===== config.mk =====
export PLATFORM = sky130hd
export DESIGN_NAME = mtrap_ctrl
export DESIGN_NICKNAME = d
export VERILOG_FILES = /design/src/rtl/mtrap_pkg.sv /design/src/rtl/mtrap_irq_arb.sv /design/src/rtl/mtrap_target.sv /design/src/rtl/mtrap_state.sv /design/src/rtl/mtrap_ctrl.sv
export SDC_FILE = /design/constraint.sdc
export NUM_CORES = 1
export LEC_CHECK = 0
export BUFFER_PORTS_ARGS = -buffer_cell sky130_fd_sc_hd__clkbuf_2
export CORE_AREA = 8 8 115 117
export CTS_CLUSTER_DIAMETER = 100
export DETAILED_ROUTE_END_ITERATION = 8
export DIE_AREA = 0 0 123 125
export HOLD_SLACK_MARGIN = 0.05
export PLACE_DENSITY = 0.72
export SLEW_MARGIN = 5
export SYNTH_ARGS = -nofsm -noshare
export SYNTH_HDL_FRONTEND = slang
export SYNTH_SLANG_ARGS = --single-unit

===== constraint.sdc =====
create_clock -name clk -period 5.3 [get_ports clk]
set_input_delay 0.265 -clock clk [delete_from_list [all_inputs] [get_ports clk]]
set_output_delay 0.265 -clock clk [all_outputs]
set_load 0.01 [all_outputs]

===== src/rtl/mtrap_pkg.sv =====
package mtrap_pkg;

   localparam logic [1:0] PRIV_U = 2'd0;
   localparam logic [1:0] PRIV_M = 2'd3;

   localparam int NUM_IRQ_SRC = 3;
   // interrupt bit positions ordered from highest to lowest priority
   localparam int IRQ_POS_EXT = 11;
   localparam int IRQ_POS_SW  = 3;
   localparam int IRQ_POS_TMR = 7;

   localparam logic [1:0] VEC_DIRECT = 2'd0;
   localparam logic [1:0] VEC_TABLE  = 2'd1;

   typedef struct packed {
      logic       gie;
      logic       pie;
      logic [1:0] ppriv;
   } irq_stack_t;

   function automatic int irq_pos(input int rank);
      case (rank)
         0:       return IRQ_POS_EXT;
         1:       return IRQ_POS_SW;
         default: return IRQ_POS_TMR;
      endcase
   endfunction

endpackage


===== src/rtl/mtrap_irq_arb.sv =====
module mtrap_irq_arb
   import mtrap_pkg::*;
#(
   parameter int XLEN    = 32,
   parameter int CAUSE_W = 5
) (
   input  logic [XLEN-1:0]    pend,
   input  logic [XLEN-1:0]    en,
   input  logic               gie,
   output logic               take,
   output logic [CAUSE_W-1:0] code
);

   localparam int MAX_POS = IRQ_POS_EXT;

   if (XLEN <= MAX_POS) begin : g_bad_xlen
      $error("mtrap_irq_arb: XLEN too small for interrupt positions");
   end
   if ((1 << CAUSE_W) <= MAX_POS) begin : g_bad_cw
      $error("mtrap_irq_arb: CAUSE_W too small for interrupt codes");
   end

   logic [NUM_IRQ_SRC-1:0] hit;

   for (genvar r = 0; r < NUM_IRQ_SRC; r++) begin : g_src
      localparam int POS = irq_pos(r);
      assign hit[r] = pend[POS] & en[POS];
   end

   always_comb begin
      code = CAUSE_W'(irq_pos(NUM_IRQ_SRC - 1));
      for (int r = NUM_IRQ_SRC - 1; r >= 0; r--) begin
         if (hit[r]) code = CAUSE_W'(irq_pos(r));
      end
   end

   assign take = gie & (|hit);

endmodule


===== src/rtl/mtrap_target.sv =====
module mtrap_target
   import mtrap_pkg::*;
#(
   parameter int XLEN    = 32,
   parameter int CAUSE_W = 5,
   parameter bit VEC_EN  = 1'b1
) (
   input  logic [XLEN-1:0]    tvec,
   input  logic               is_irq,
   input  logic [CAUSE_W-1:0] cause,
   output logic [XLEN-1:0]    target
);

   localparam int OFS_W = CAUSE_W + 2;

   if (OFS_W >= XLEN) begin : g_bad_ofs
      $error("mtrap_target: vector offset wider than XLEN");
   end

   logic [XLEN-1:0] base;
   logic [XLEN-1:0] offset;

   assign base   = {tvec[XLEN-1:2], 2'b00};
   assign offset = XLEN'({cause, 2'b00});

   if (VEC_EN) begin : g_vectored
      always_comb begin
         if (tvec[1:0] == VEC_TABLE && is_irq) target = base + offset;
         else                                  target = base;
      end
   end else begin : g_direct_only
      logic unused_ok;
      assign unused_ok = &{1'b0, is_irq, offset};
      assign target    = base;
   end

endmodule


===== src/rtl/mtrap_state.sv =====
module mtrap_state
   import mtrap_pkg::*;
#(
   parameter int XLEN    = 32,
   parameter int CAUSE_W = 5
) (
   input  logic               clk,
   input  logic               rst_n,
   input  logic               trap_req,
   input  logic               trap_is_irq,
   input  logic [CAUSE_W-1:0] trap_cause,
   input  logic [XLEN-1:0]    trap_val,
   input  logic [XLEN-1:0]    trap_pc,
   input  logic [1:0]         cur_priv,
   input  logic               mret,
   output irq_stack_t         stk,
   output logic [XLEN-1:0]    epc,
   output logic [XLEN-1:0]    cause,
   output logic [XLEN-1:0]    tval
);

   localparam int PAD_W = XLEN - 1 - CAUSE_W;

   if (PAD_W < 1) begin : g_bad_pad
      $error("mtrap_state: CAUSE_W must leave room below the interrupt flag");
   end

   irq_stack_t stk_nxt;

   always_comb begin
      stk_nxt = stk;
      if (trap_req) begin
         stk_nxt.pie   = stk.gie;
         stk_nxt.gie   = 1'b0;
         stk_nxt.ppriv = cur_priv;
      end else if (mret) begin
         stk_nxt.gie   = stk.pie;
         stk_nxt.pie   = 1'b1;
         stk_nxt.ppriv = PRIV_U;
      end
   end

   always_ff @(posedge clk) begin
      if (!rst_n) begin
         stk   <= '{gie: 1'b0, pie: 1'b0, ppriv: PRIV_M};
         epc   <= '0;
         cause <= '0;
         tval  <= '0;
      end else begin
         stk <= stk_nxt;
         if (trap_req) begin
            epc   <= {trap_pc[XLEN-1:1], 1'b0};
            cause <= {trap_is_irq, {PAD_W{1'b0}}, trap_cause};
            tval  <= trap_is_irq ? '0 : trap_val;
         end
      end
   end


   trap_entry_chk: assert property (@(posedge clk) disable iff (!rst_n)
      trap_req |=> (!stk.gie && stk.pie == $past(stk.gie) && stk.ppriv == $past(cur_priv)));


   mret_unwind_chk: assert property (@(posedge clk) disable iff (!rst_n)
      (mret && !trap_req) |=> (stk.gie == $past(stk.pie) && stk.pie && stk.ppriv == PRIV_U));


   epc_even_chk: assert property (@(posedge clk) disable iff (!rst_n)
      trap_req |=> (epc == ($past(trap_pc) & ~XLEN'(1))));


   cause_flag_chk: assert property (@(posedge clk) disable iff (!rst_n)
      trap_req |=> (cause[XLEN-1] == $past(trap_is_irq)));


   idle_hold_chk: assert property (@(posedge clk) disable iff (!rst_n)
      (!trap_req && !mret) |=> ($stable(stk) && $stable(epc) && $stable(cause) && $stable(tval)));

endmodule


===== src/rtl/mtrap_ctrl.sv =====
module mtrap_ctrl
   import mtrap_pkg::*;
#(
   parameter int XLEN    = 32,
   parameter int CAUSE_W = 5,
   parameter bit VEC_EN  = 1'b1
) (
   input  logic               clk,
   input  logic               rst_n,
   input  logic               trap_req,
   input  logic               trap_is_irq,
   input  logic [CAUSE_W-1:0] trap_cause,
   input  logic [XLEN-1:0]    trap_val,
   input  logic [XLEN-1:0]    trap_pc,
   input  logic [1:0]         cur_priv,
   input  logic               mret,
   input  logic [XLEN-1:0]    mtvec,
   input  logic [XLEN-1:0]    irq_pend,
   input  logic [XLEN-1:0]    irq_en,
   output logic               redirect_valid,
   output logic [XLEN-1:0]    redirect_pc,
   output logic [1:0]         priv_out,
   output logic               stat_mie,
   output logic               stat_mpie,
   output logic [1:0]         stat_mpp,
   output logic [XLEN-1:0]    epc_q,
   output logic [XLEN-1:0]    cause_q,
   output logic [XLEN-1:0]    tval_q,
   output logic               irq_take,
   output logic [CAUSE_W-1:0] irq_code
);

   if (XLEN != 32 && XLEN != 64) begin : g_bad_xlen
      $error("mtrap_ctrl: XLEN must be 32 or 64");
   end

   irq_stack_t      stk;
   logic [XLEN-1:0] handler_pc;

   mtrap_state #(.XLEN(XLEN), .CAUSE_W(CAUSE_W)) u_state (
      .clk         (clk),
      .rst_n       (rst_n),
      .trap_req    (trap_req),
      .trap_is_irq (trap_is_irq),
      .trap_cause  (trap_cause),
      .trap_val    (trap_val),
      .trap_pc     (trap_pc),
      .cur_priv    (cur_priv),
      .mret        (mret),
      .stk         (stk),
      .epc         (epc_q),
      .cause       (cause_q),
      .tval        (tval_q)
   );

   mtrap_target #(.XLEN(XLEN), .CAUSE_W(CAUSE_W), .VEC_EN(VEC_EN)) u_target (
      .tvec   (mtvec),
      .is_irq (trap_is_irq),
      .cause  (trap_cause),
      .target (handler_pc)
   );

   mtrap_irq_arb #(.XLEN(XLEN), .CAUSE_W(CAUSE_W)) u_arb (
      .pend (irq_pend),
      .en   (irq_en),
      .gie  (stk.gie),
      .take (irq_take),
      .code (irq_code)
   );

   assign stat_mie       = stk.gie;
   assign stat_mpie      = stk.pie;
   assign stat_mpp       = stk.ppriv;
   assign redirect_valid = trap_req | mret;

   always_comb begin
      if (trap_req) begin
         redirect_pc = handler_pc;
         priv_out    = PRIV_M;
      end else if (mret) begin
         redirect_pc = epc_q;
         priv_out    = stk.ppriv;
      end else begin
         redirect_pc = handler_pc;
         priv_out    = cur_priv;
      end
   end


   irq_gate_chk: assert property (@(posedge clk) disable iff (!rst_n)
      irq_take |-> (stat_mie && (|(irq_pend & irq_en))));


   ext_wins_chk: assert property (@(posedge clk) disable iff (!rst_n)
      (irq_take && irq_pend[IRQ_POS_EXT] && irq_en[IRQ_POS_EXT]) |-> (irq_code == CAUSE_W'(IRQ_POS_EXT)));


   mret_target_chk: assert property (@(posedge clk) disable iff (!rst_n)
      (mret && !trap_req) |-> (redirect_valid && redirect_pc == epc_q && priv_out == stat_mpp));


   trap_priv_chk: assert property (@(posedge clk) disable iff (!rst_n)
      trap_req |-> (redirect_valid && priv_out == PRIV_M));

endmodule


==> metrics.csv, run 1 <==
stage,metric,value,unit
run_status,status,"finished, final reports clean",
clocking,setup bufs post-CTS,0,
clocking,CTS buffer count,9,
placed_design,port bufs,222,
power_and_ir_drop,peak supply drop,0.0001284,V
detailed_routing,via-per-instance ratio,4.854,
detailed_routing,# DRC,0,
clocking,Clock Path Buffers,2,
logic_synthesis,synth warn,0,
timing,fin crit period,2.915,ns
worst_setup_path,CP arrival,2.65,ns
power_and_ir_drop,Clock power frac,0.433,
timing,FMAX,0.3431,GHz
die,Chip Width,123,µm
timing,final-report hold violation count,0,
worst_setup_path,type of origin of the critical path,input port,
logic_synthesis,post-synth top area share,0.3689,
clocking,CTS Root Cell,clkbuf_16,
worst_setup_path,Crit Path Max Fanout,13,
final_layout,Final nets,823,
flow_run,max cap viols,0,
power_and_ir_drop,Sw Share,0.2747,
final_layout,diode count,0,
die,row count,40,
timing,skew final,0.00005504,ns
grt,total gr overflow,0,
placed_design,pre-CTS setup slack,2.323,ns
clocking,H-tree depth,3,
detailed_routing,Avg WL per Cell,16.19,µm
logic_synthesis,sequential share of the synthesized area,0.3689,
logic_synthesis,Yosys cell types,47,
final_layout,"commonest cells after routing, fill and taps aside","222 x clkbuf_2, 73 x dfxtp_1, 40 x nand2_1, 40 x nor2b_1, 38 x mux2i_1",
clocking,CTS tree,built,
die,core area,0.01161,mm²
logic_synthesis,Syn Area/Cell,8.922,µm²
logic_synthesis,"Async S/R FF share, synth",0,
worst_setup_path,slowest library cell on the worst path,a21oi_1,
worst_setup_path,slowest cell delay on critical path,0.80,ns
worst_setup_path,critical path cell sequence,clkbuf_2 -> ha_1 -> a21o_1 -> a21oi_1 -> a2111oi_0 -> xnor2_1 -> a21oi_1 -> clkbuf_2,
clocking,CTS sink count,73,
clocking,cts repair resizes,0,
final_layout,Synth-to-Final Area Change,35.25,%
worst_setup_path,R2R Setup Slk,4.54,ns
worst_setup_path,WP data required,5.04,ns
timing,RSZ-0062 raised after global routing,no,
detailed_routing,Routed WL,12900,µm
timing,Slew headroom,0.2021,
logic_synthesis,Synth area leaders,"dfxtp_1 37%, mux2i_1 9.6%, a22o_1 7.1%, nor2b_1 6.6%, buf_4 5.9%",
power_and_ir_drop,Internal,1.114,mW
grt,vias in the first global route,4073,
power_and_ir_drop,logic gate share of total power,0.179,
timing,"Slew Viols, Final",0,
power_and_ir_drop,P_leak,2.595,nW
power_and_ir_drop,PD cells,286.7,mW/mm²
clocking,"Reg clk slew, reported paths",0.06,ns
timing,setup ws final,2.385,ns
grt,largest net degree at the start of global routing,43,
die,IO Pins,313,
grt,global-route wire length before repair,20000,µm
detailed_routing,DRT Pass-1 Iters,4,
placed_design,routability cong.,0.8264,
timing,setup TNS,0,ns
final_layout,"commonest non-fill, non-tap cell in the layout",clkbuf_2,
die,Die Y-Extent,125,µm
worst_setup_path,CP endpoint kind,primary output,
logic_synthesis,register bit total from synthesis,73,
logic_synthesis,Syn Inst Count,444,
worst_hold_path,hold crit path type,input port to flop,
logic_synthesis,Post-synth EDFFs,0,
grt,GRT Util Overall,0.1597,
final_layout,share of layout cells above drive strength 1,0.3800,
grt,antenna violations before repair,0,
timing,ratio of final minimum period to clock period,0.5499,
timing,worst slew pin tran,1.191,ns
final_layout,# fillers,1156,
placed_design,detailed placement HPWL,10310,µm
detailed_routing,Initial DRC Count,187,
die,initial core utilization,0.3412,
detailed_routing,Routed Antenna Nets,0,
clocking,worst-skew pair later-pin latency,0.32,ns
logic_synthesis,Yosys top cell by area,dfxtp_1,
die,die area,0.01538,mm²
logic_synthesis,Post-Syn Area,0.003961,mm²
power_and_ir_drop,Sw Pwr,421.9,µW
worst_setup_path,CP Class,input port to primary output,
detailed_routing,via count,3869,
power_and_ir_drop,register share of total power,0.388,
timing,setup violators final,0,
logic_synthesis,ys flop type,dfxtp_1,
clocking,# hold bufs at CTS,0,
[registers in the layout, indices dropped and copies added, names as in the netlist]
| name | flops |
|---|---|
| u_state.cause | 6 |
| u_state.epc | 31 |
| u_state.stk | 4 |
| u_state.tval | 32 |
[stage by stage]
step                      utilization  total power, mW  area [µm²]  hold WS [ns]  instances
after floorplan                     -           0.7721        4070        0.3906        473
after CTS                      0.4614            1.560        5358        0.1256        797
after detailed placement       0.4333           0.8849        5031        0.4638        781
after global routing           0.4614            1.612        5358        0.1341        797
after global placement         0.4333           0.8778        5031        0.4630        781
final                          0.4614            1.536        5358        0.1454        797
[per-layer routing]
| metal | vias to the layer above | GRT usage | wire length (µm) |
|---|---|---|---|
| li1 | 1918 | - | - |
| met1 | 1742 | 0.1798 | 5268 |
| met2 | 204 | 0.2730 | 5979 |
| met3 | 5 | 0.06256 | 1568 |
| met4 | 0 | 0.04181 | 85 |
| met5 | - | 0 | 0 |
[synthesized netlist by cell type, drive strengths merged, types with 2 or more instances]
cell,count
a21oi,10
xnor2,23
and3b,2
conb,2
clkbuf,27
nand3,12
and4,2
dfxtp,73
a22oi,2
nand2,40
a211oi,4
inv,5
nor3,2
a2111oi,9
nor4,4
a31oi,4
buf,35
a21o,3
nor2,14
nor2b,42
and2,3
a211o,2
nand4,9
a22o,32
o21ai,22
o311ai,3
or4,3
nand2b,2
ha,5
mux2i,38
[power by group through the flow]
stage	Combinational, mW	Sequential [mW]	Clock (mW)
finish	0.275	0.596	0.665
global route	0.304	0.599	0.709
CTS	0.278	0.596	0.686
detailed placement	0.278	0.607	0
global placement	0.272	0.606	0
floorplan	0.154	0.618	0
[cell type report]
| class | instances | area (µm²) | area share |
|---|---|---|---|
| inverter | 5 | 18.77 | 0.003503 |
| multi-input combinational | 333 | 2248 | 0.4197 |
| clock buffer | 9 | 225.2 | 0.04204 |
| sequential | 73 | 1461 | 0.2728 |
| timing repair buffer | 223 | 1119 | 0.2088 |
| tap | 147 | 183.9 | 0.03433 |
| clock inverter | 7 | 101.3 | 0.01892 |
[critical path, delay by kind of cell]
| kind | cells | cell delay (ns) |
|---|---|---|
| xor+xnor | 1 | 0.22 |
| buf+inv | 2 | 0.26 |
| fa+ha+maj | 1 | 0.36 |
| compound gates | 4 | 1.54 |
[path summary, 6_finish.rpt]
check,startpoint,endpoint,depth (start not counted)
setup / recovery,trap_cause[3],redirect_pc[17],8
hold / removal,trap_val[28],u_state.tval[28]$_SDFFE_PN0P_,2
setup reg to reg,u_state.stk[2]$_SDFFE_PN0P_,u_state.stk[2]$_SDFFE_PN0P_,1
hold reg to reg,u_state.tval[13]$_SDFFE_PN0P_,u_state.tval[13]$_SDFFE_PN0P_,1
[logic make-up (layout without fill, tap and decap cells)]
kind of cell | Yosys count | after routing | synth area share
other cells | 2 | 31 | 0.001896
buf+inv | 67 | 244 | 0.09349
simple gates | 139 | 139 | 0.1879
compound gates | 96 | 96 | 0.1800
flops | 73 | 73 | 0.3689
fa+ha+maj | 6 | 6 | 0.02085
mux | 38 | 38 | 0.09602
xor+xnor | 23 | 23 | 0.05085
Note: power is estimated with default switching activity, not from simulation.
==> run 2: changes to the inputs <==
CORE_AREA = not set   (was 8 8 115 117)
CORE_MARGIN = 8   (was not set)
CORE_UTILIZATION = 36   (was not set)
DIE_AREA = not set   (was 0 0 123 125)
PLACE_DENSITY = 0.77   (was 0.72)
clock period = 2.5 ns   (was 5.3 ns; I/O delays follow)
==> run 2 against run 1 <==
  * Critical path depth increased by 1
  * Register-to-register slack worse by 2.8 ns
  * Worst setup slack lost 2.2 ns
==> metrics.csv, run 2 (synthesis gave the netlist of run 1 again) <==
stage,metric,value,unit,change
grt,GRT Util Overall,0.2015,,+0.04184
timing,RSZ-0062 raised after global routing,no,,
timing,skew final,0.00006928,ns,+0.00001424 ns
timing,Slew headroom,0.4377,,+0.2355
final_layout,share of layout cells above drive strength 1,0.3558,,-0.02423
grt,largest net degree at the start of global routing,43,,unchanged
power_and_ir_drop,PD cells,494.0,mW/mm²,+72%
final_layout,Synth-to-Final Area Change,51.14,%,
placed_design,routability cong.,0.7946,,-3.8%
clocking,setup bufs post-CTS,0,,unchanged
clocking,Clock Path Buffers,2,,unchanged
power_and_ir_drop,peak supply drop,0.0003913,V,+200%
worst_setup_path,"CP delay by family, top",compound AO/OA/AOI/OAI gates,,
worst_setup_path,CP Class,input port to primary output,,
detailed_routing,DRT Pass-1 Iters,5,,+1
final_layout,# fillers,910,,-21%
worst_setup_path,Crit Path Max Fanout,12,,-1
timing,fin crit period,2.322,ns,
worst_setup_path,Most common cell on crit path,clkbuf_2,,
timing,setup ws final,0.1776,ns,-2.208 ns
placed_design,port bufs,222,,unchanged
die,Die Y-Extent,120.9,µm,-3.3%
die,initial core utilization,0.3670,,+0.02587
detailed_routing,Routed Antenna Nets,0,,unchanged
final_layout,"commonest non-fill, non-tap cell in the layout",clkbuf_2,,
timing,worst slew pin tran,0.8417,ns,-0.3497 ns
placed_design,pre-CTS setup slack,0.1816,ns,-2.142 ns
final_layout,largest registers,"u_state.tval (32), u_state.epc (31), u_state.cause (6)",,
clocking,H-tree depth,3,,unchanged
detailed_routing,Avg WL per Cell,17.68,µm,+9.2%
final_layout,final core occ,0.5547,,+0.09330
worst_setup_path,CP arrival,2.20,ns,-0.45 ns
worst_setup_path,slowest cell delay on critical path,0.44,ns,-0.36 ns
worst_setup_path,WP data required,2.38,ns,-2.66 ns
placed_design,detailed placement HPWL,11060,µm,+7.3%
clocking,worst-skew pair later-pin latency,0.35,ns,+0.03 ns
final_layout,final instance area,0.005987,mm²,+12%
power_and_ir_drop,P_leak,2.876,nW,+11%
timing,FMAX,0.4306,GHz,
worst_setup_path,type of origin of the critical path,input port,,
timing,ratio of final minimum period to clock period,0.9290,,
grt,vias in the first global route,4543,,+12%
final_layout,Biggest register,u_state.tval,,
detailed_routing,Initial DRC Count,169,,-9.6%
die,die area,0.01462,mm²,-4.9%
die,row count,38,,-5.0%
worst_setup_path,CP endpoint kind,primary output,,
worst_setup_path,critical path cell sequence,clkbuf_2 -> ha_1 -> fa_1 -> a211oi_1 -> o21ba_4 -> nor4_1 -> xnor2_1 -> o21ai_0 -> clkbuf_2,,
final_layout,"commonest cells after routing, fill and taps aside","222 x clkbuf_2, 73 x dfxtp_1, 66 x dlygate4sd3_1",,
run_status,status,"finished, final reports clean",,
detailed_routing,Routed WL,15350,µm,+19%
worst_setup_path,buffer and inverter count on the worst path,2,,unchanged
die,core area,0.01079,mm²,-7.0%
die,IO Pins,313,,unchanged
power_and_ir_drop,total power,2.958,mW,+93%
timing,setup violators final,0,,unchanged
clocking,CTS tree,built,,
worst_hold_path,hold crit path type,input port to flop,,
detailed_routing,via count,4292,,+11%
clocking,CTS Root Cell,clkbuf_8,,
timing,"Slew Viols, Final",0,,unchanged
clocking,CTS sink count,73,,unchanged
detailed_routing,# DRC,0,,unchanged
timing,final-report hold violation count,0,,unchanged
grt,total gr overflow,0,,unchanged
clocking,CTS buffer count,9,,unchanged
grt,global-route wire length before repair,23450,µm,+17%
flow_run,max cap viols,0,,unchanged
grt,antenna violations before repair,0,,unchanged
placed_design,Placed Area,0.005112,mm²,+1.6%
final_layout,Final nets,901,,+9.5%
clocking,"Reg clk slew, reported paths",0.09,ns,+0.03 ns
detailed_routing,via-per-instance ratio,4.945,,+1.9%
final_layout,max reg flops,32,,unchanged
die,Chip Width,120.9,µm,-1.7%
final_layout,diode count,0,,unchanged
worst_setup_path,slowest library cell on the worst path,fa_1,,
timing,setup TNS,0,ns,unchanged
==> run 2: cell types whose count changed in the layout (fill, tap and decap cells not counted) <==
| cell | previous run | this run |
|---|---|---|
| buf_4 | 1 | 13 |
| bufinv_16 | 2 | 1 |
| clkbuf_16 | 9 | 0 |
| clkbuf_8 | 0 | 9 |
| clkinv_2 | 1 | 0 |
| dlygate4sd3_1 | 0 | 66 |
| inv_6 | 1 | 3 |
| o21ba_2 | 1 | 0 |
| o21ba_4 | 0 | 1 |
==> run 2: layout make-up <==
class                   count  area, µm²  area share
clock buffers               9      123.9     0.02069
clock inverters             7      83.83     0.01400
inverters                   5      18.77    0.003135
multi-input cells         333       2255      0.3766
flip-flops and latches     73       1461      0.2441
well taps                 140      175.2     0.02926
repair buffers            301       1869      0.3122
==> run 2: final timing paths <==
check	to	slack, ns	from	depth (start not counted)
max	redirect_pc[20]	0.18	trap_cause[0]	9
min	u_state.cause[3]$_SDFFE_PN0P_	0.08	trap_cause[3]	3
max reg2reg	u_state.stk[2]$_SDFFE_PN0P_	1.72	u_state.stk[3]$_SDFFE_PP0P_	2
min reg2reg	u_state.tval[1]$_SDFFE_PN0P_	0.49	u_state.tval[1]$_SDFFE_PN0P_	1
==> run 2: what timing repair did <==
item,4_1_cts,5_1_grt
gates resized for setup,0,1
hold buffers,66,0
endpoints found under the hold margin,66,0
endpoints found under the setup margin,0,1
==> run 2: worst register-to-register path: cells and delay by family, from the launching register on <==
kind               cells  cell delay [ns]
and+or+nand+nor        1             0.14
AOI/OAI and AO/OA      1             0.15
DFF                    1             0.44
==> run 2: through the flow <==
step,std cells,hold slack [ns]
after floorplan,473,0.2506
after global placement,786,0.3346
after detailed placement,786,0.3407
after CTS,868,0.05810
after global routing,868,0.08295
final,868,0.08023
==> run 2: power by group <==
group	internal (mW)	switching, mW	total [mW]
Combinational	0.333	0.365	0.699
Sequential	1.22	0.0417	1.26
Clock	0.481	0.515	0.995
==> run 2: layer usage <==
layer | global-route usage | vias to the layer above | share of wire
li1 | - | 2082 | -
met5 | 0 | - | 0
met3 | 0.08562 | 23 | 0.11
met1 | 0.2112 | 1975 | 0.39
met2 | 0.3534 | 212 | 0.49
met4 | 0.07104 | 0 | 0.018
==> run 3: changes to the inputs <==
PLACE_DENSITY = 0.86   (was 0.77)
==> run 3 against run 2 <==
  * Sequential power about the same
  * Hold slack worse by 0.020 ns
  * Clock power up 6%
  * Count of clock-buffer cells in the layout up 1
  * Wire length about the same
  * Combinational power down 2%
  * Via count down 0.70%
  * Critical path type unchanged
  * Highest routed layer unchanged
==> metrics.csv, run 3 (synthesis gave the netlist of run 1 again) <==
stage,metric,value,unit,change
detailed_routing,Routed WL,15330,µm,about the same
timing,fin crit period,2.404,ns,+0.08136 ns
grt,vias in the first global route,4572,,+0.64%
final_layout,"commonest cells after routing, fill and taps aside","222 x clkbuf_2, 73 x dfxtp_1, 54 x dlygate4sd3_1",,
placed_design,routability cong.,0.8248,,+3.8%
power_and_ir_drop,total power,2.995,mW,+1.3%
die,Die Y-Extent,120.9,µm,unchanged
timing,FMAX,0.4160,GHz,-3.4%
die,Chip Width,120.9,µm,unchanged
final_layout,"commonest non-fill, non-tap cell in the layout",clkbuf_2,,
detailed_routing,via-per-instance ratio,4.967,,+0.46%
final_layout,Layout Cells excl Fill,858,,-1.2%
clocking,"Reg clk slew, reported paths",0.08,ns,about the same
worst_setup_path,R2R Setup Slk,1.75,ns,+0.03 ns
worst_setup_path,CP endpoint kind,primary output,,
timing,final-report hold violation count,0,,unchanged
die,initial core utilization,0.3670,,unchanged
timing,skew final,0.001360,ns,+0.001291 ns
final_layout,Final nets,890,,-1.2%
detailed_routing,via count,4262,,-0.70%
grt,global-route wire length before repair,23570,µm,+0.50%
clocking,Clock Path Buffers,2,,unchanged
power_and_ir_drop,register share of total power,0.422,,-0.005
detailed_routing,Avg WL per Cell,17.87,µm,+1.1%
grt,largest net degree at the start of global routing,42,,-2.3%
placed_design,port bufs,222,,unchanged
worst_setup_path,worst setup path start,trap_cause[0],,
worst_setup_path,Crit Reg-Reg Startpoint,u_state.stk[2]$_SDFFE_PN0P_,,
clocking,CTS buffer count,9,,unchanged
die,row count,38,,unchanged
power_and_ir_drop,P_leak,2.836,nW,-1.4%
detailed_routing,# DRC,0,,unchanged
final_layout,Synth-to-Final Area Change,48.61,%,
grt,GRT Util Overall,0.2030,,+0.001494
timing,setup TNS,0,ns,unchanged
detailed_routing,Initial DRC Count,230,,+36%
power_and_ir_drop,PD cells,508.8,mW/mm²,+3.0%
run_status,status,"finished, final reports clean",,
grt,total gr overflow,0,,unchanged
worst_setup_path,Crit Path Max Fanout,9,,-3
clocking,CTS tree,built,,
worst_hold_path,hold crit path type,input port to flop,,
clocking,worst-skew pair later-pin latency,0.33,ns,-0.02 ns
worst_setup_path,WP data required,2.38,ns,about the same
power_and_ir_drop,Sw Share,0.2948,,-0.01680
timing,Slew headroom,0.1507,,-0.2869
final_layout,max reg flops,32,,unchanged
final_layout,Biggest register,u_state.tval,,
placed_design,detailed placement HPWL,10860,µm,-1.8%
clocking,setup bufs post-CTS,0,,unchanged
final_layout,share of layout cells above drive strength 1,0.3612,,+0.005458
flow_run,max cap viols,0,,unchanged
power_and_ir_drop,Internal,2.112,mW,+3.7%
die,die area,0.01462,mm²,unchanged
worst_setup_path,Worst Setup EP,redirect_pc[20],,
worst_setup_path,reg-to-reg endpoint,u_state.stk[2]$_SDFFE_PN0P_,,
power_and_ir_drop,Sw Pwr,883.0,µW,-4.2%
clocking,CTS sink count,73,,unchanged
die,core area,0.01079,mm²,unchanged
clocking,H-tree depth,3,,unchanged
worst_setup_path,CP Class,input port to primary output,,
detailed_routing,DRT Pass-1 Iters,4,,-1
power_and_ir_drop,peak supply drop,0.0003244,V,-17%
timing,worst slew pin tran,1.268,ns,+0.4264 ns
power_and_ir_drop,logic gate share of total power,0.228,,-0.008
worst_setup_path,path depth of the worst reg2reg path,1,,-1
clocking,CTS Root Cell,clkbuf_8,,
timing,setup violators final,0,,unchanged
timing,"Slew Viols, Final",0,,unchanged
placed_design,Inst Count DP,787,,+0.13%
timing,ratio of final minimum period to clock period,0.9615,,+0.03254
final_layout,final core occ,0.5454,,-0.009274
timing,RSZ-0062 raised after global routing,no,,
grt,antenna violations before repair,1,,+1
die,IO Pins,313,,unchanged
worst_setup_path,type of origin of the critical path,input port,,
worst_setup_path,CP arrival,2.28,ns,+0.08 ns
detailed_routing,Routed Antenna Nets,0,,unchanged
power_and_ir_drop,Clock power frac,0.350,,+0.014
final_layout,largest registers,"u_state.tval (32), u_state.epc (31), u_state.cause (6)",,
## run 3: worst min-delay path by stage
stage                       startpoint                            end  slack [ns]  cells past startpoint
after floorplan            trap_val[4]   u_state.tval[4]$_SDFFE_PN0P_        0.25                      1
after global placement    trap_val[17]  u_state.tval[17]$_SDFFE_PN0P_        0.33                      2
after detailed placement   trap_val[6]   u_state.tval[6]$_SDFFE_PN0P_        0.34                      2
after CTS                  trap_pc[21]   u_state.epc[21]$_SDFFE_PN0P_        0.05                      3
after global routing       trap_pc[22]   u_state.epc[22]$_SDFFE_PN0P_        0.06                      3
final                       trap_pc[8]    u_state.epc[8]$_SDFFE_PN0P_        0.06                      3
## run 3: what timing repair did
item	in CTS	in global routing
endpoints found under the setup margin	0	3
resized for setup	0	1
hold endpoints to repair	54	0
hold buffers	54	0
## run 3: routing by layer
metal	vias up	GRT usage	part of all wire
met5	-	0	0
met4	0	0.07260	0.018
met3	21	0.09865	0.12
met2	230	0.3499	0.48
met1	1957	0.2098	0.38
li1	2054	-	-
## run 3: cell type report
type                       instances  area (µm²)
sequential                        73        1461
clock inverter                     6       90.09
clock buffer                      10       127.6
tap                              140       175.2
multi-input combinational        333        2255
antenna                            1       2.502
inverter                           5       18.77
timing repair buffer             290        1757
fill                             945        4906
## run 3: metrics by stage
stage	hold WS (ns)	instance area, µm²	setup WS (ns)
2_1_floorplan	0.2506	4070	0.4311
3_3_place_gp	0.3346	5120	0.07732
3_5_place_dp	0.3369	5120	-0.01436
4_1_cts	0.05014	5878	0.008941
5_1_grt	0.05835	5887	0.004852
6_report	0.06024	5887	0.09626
## run 3: power by group through the flow
stage	clock [mW]	combinational, mW	sequential (mW)
3_3_place_gp	0	0.597	1.29
4_1_cts	1.07	0.674	1.26
2_1_floorplan	0	0.326	1.31
3_5_place_dp	0	0.607	1.29
5_1_grt	1.13	0.748	1.27
6_report	1.05	0.684	1.26
## run 3: worst max-delay path, stage by stage
cell and delay, ns:
clkbuf_2 0.10, ha_1 0.22, fa_1 0.43, a211oi_1 0.43
o21ba_4 0.31, nor4_1 0.09, xnor2_1 0.14, o21ai_0 0.23
clkbuf_2 0.19
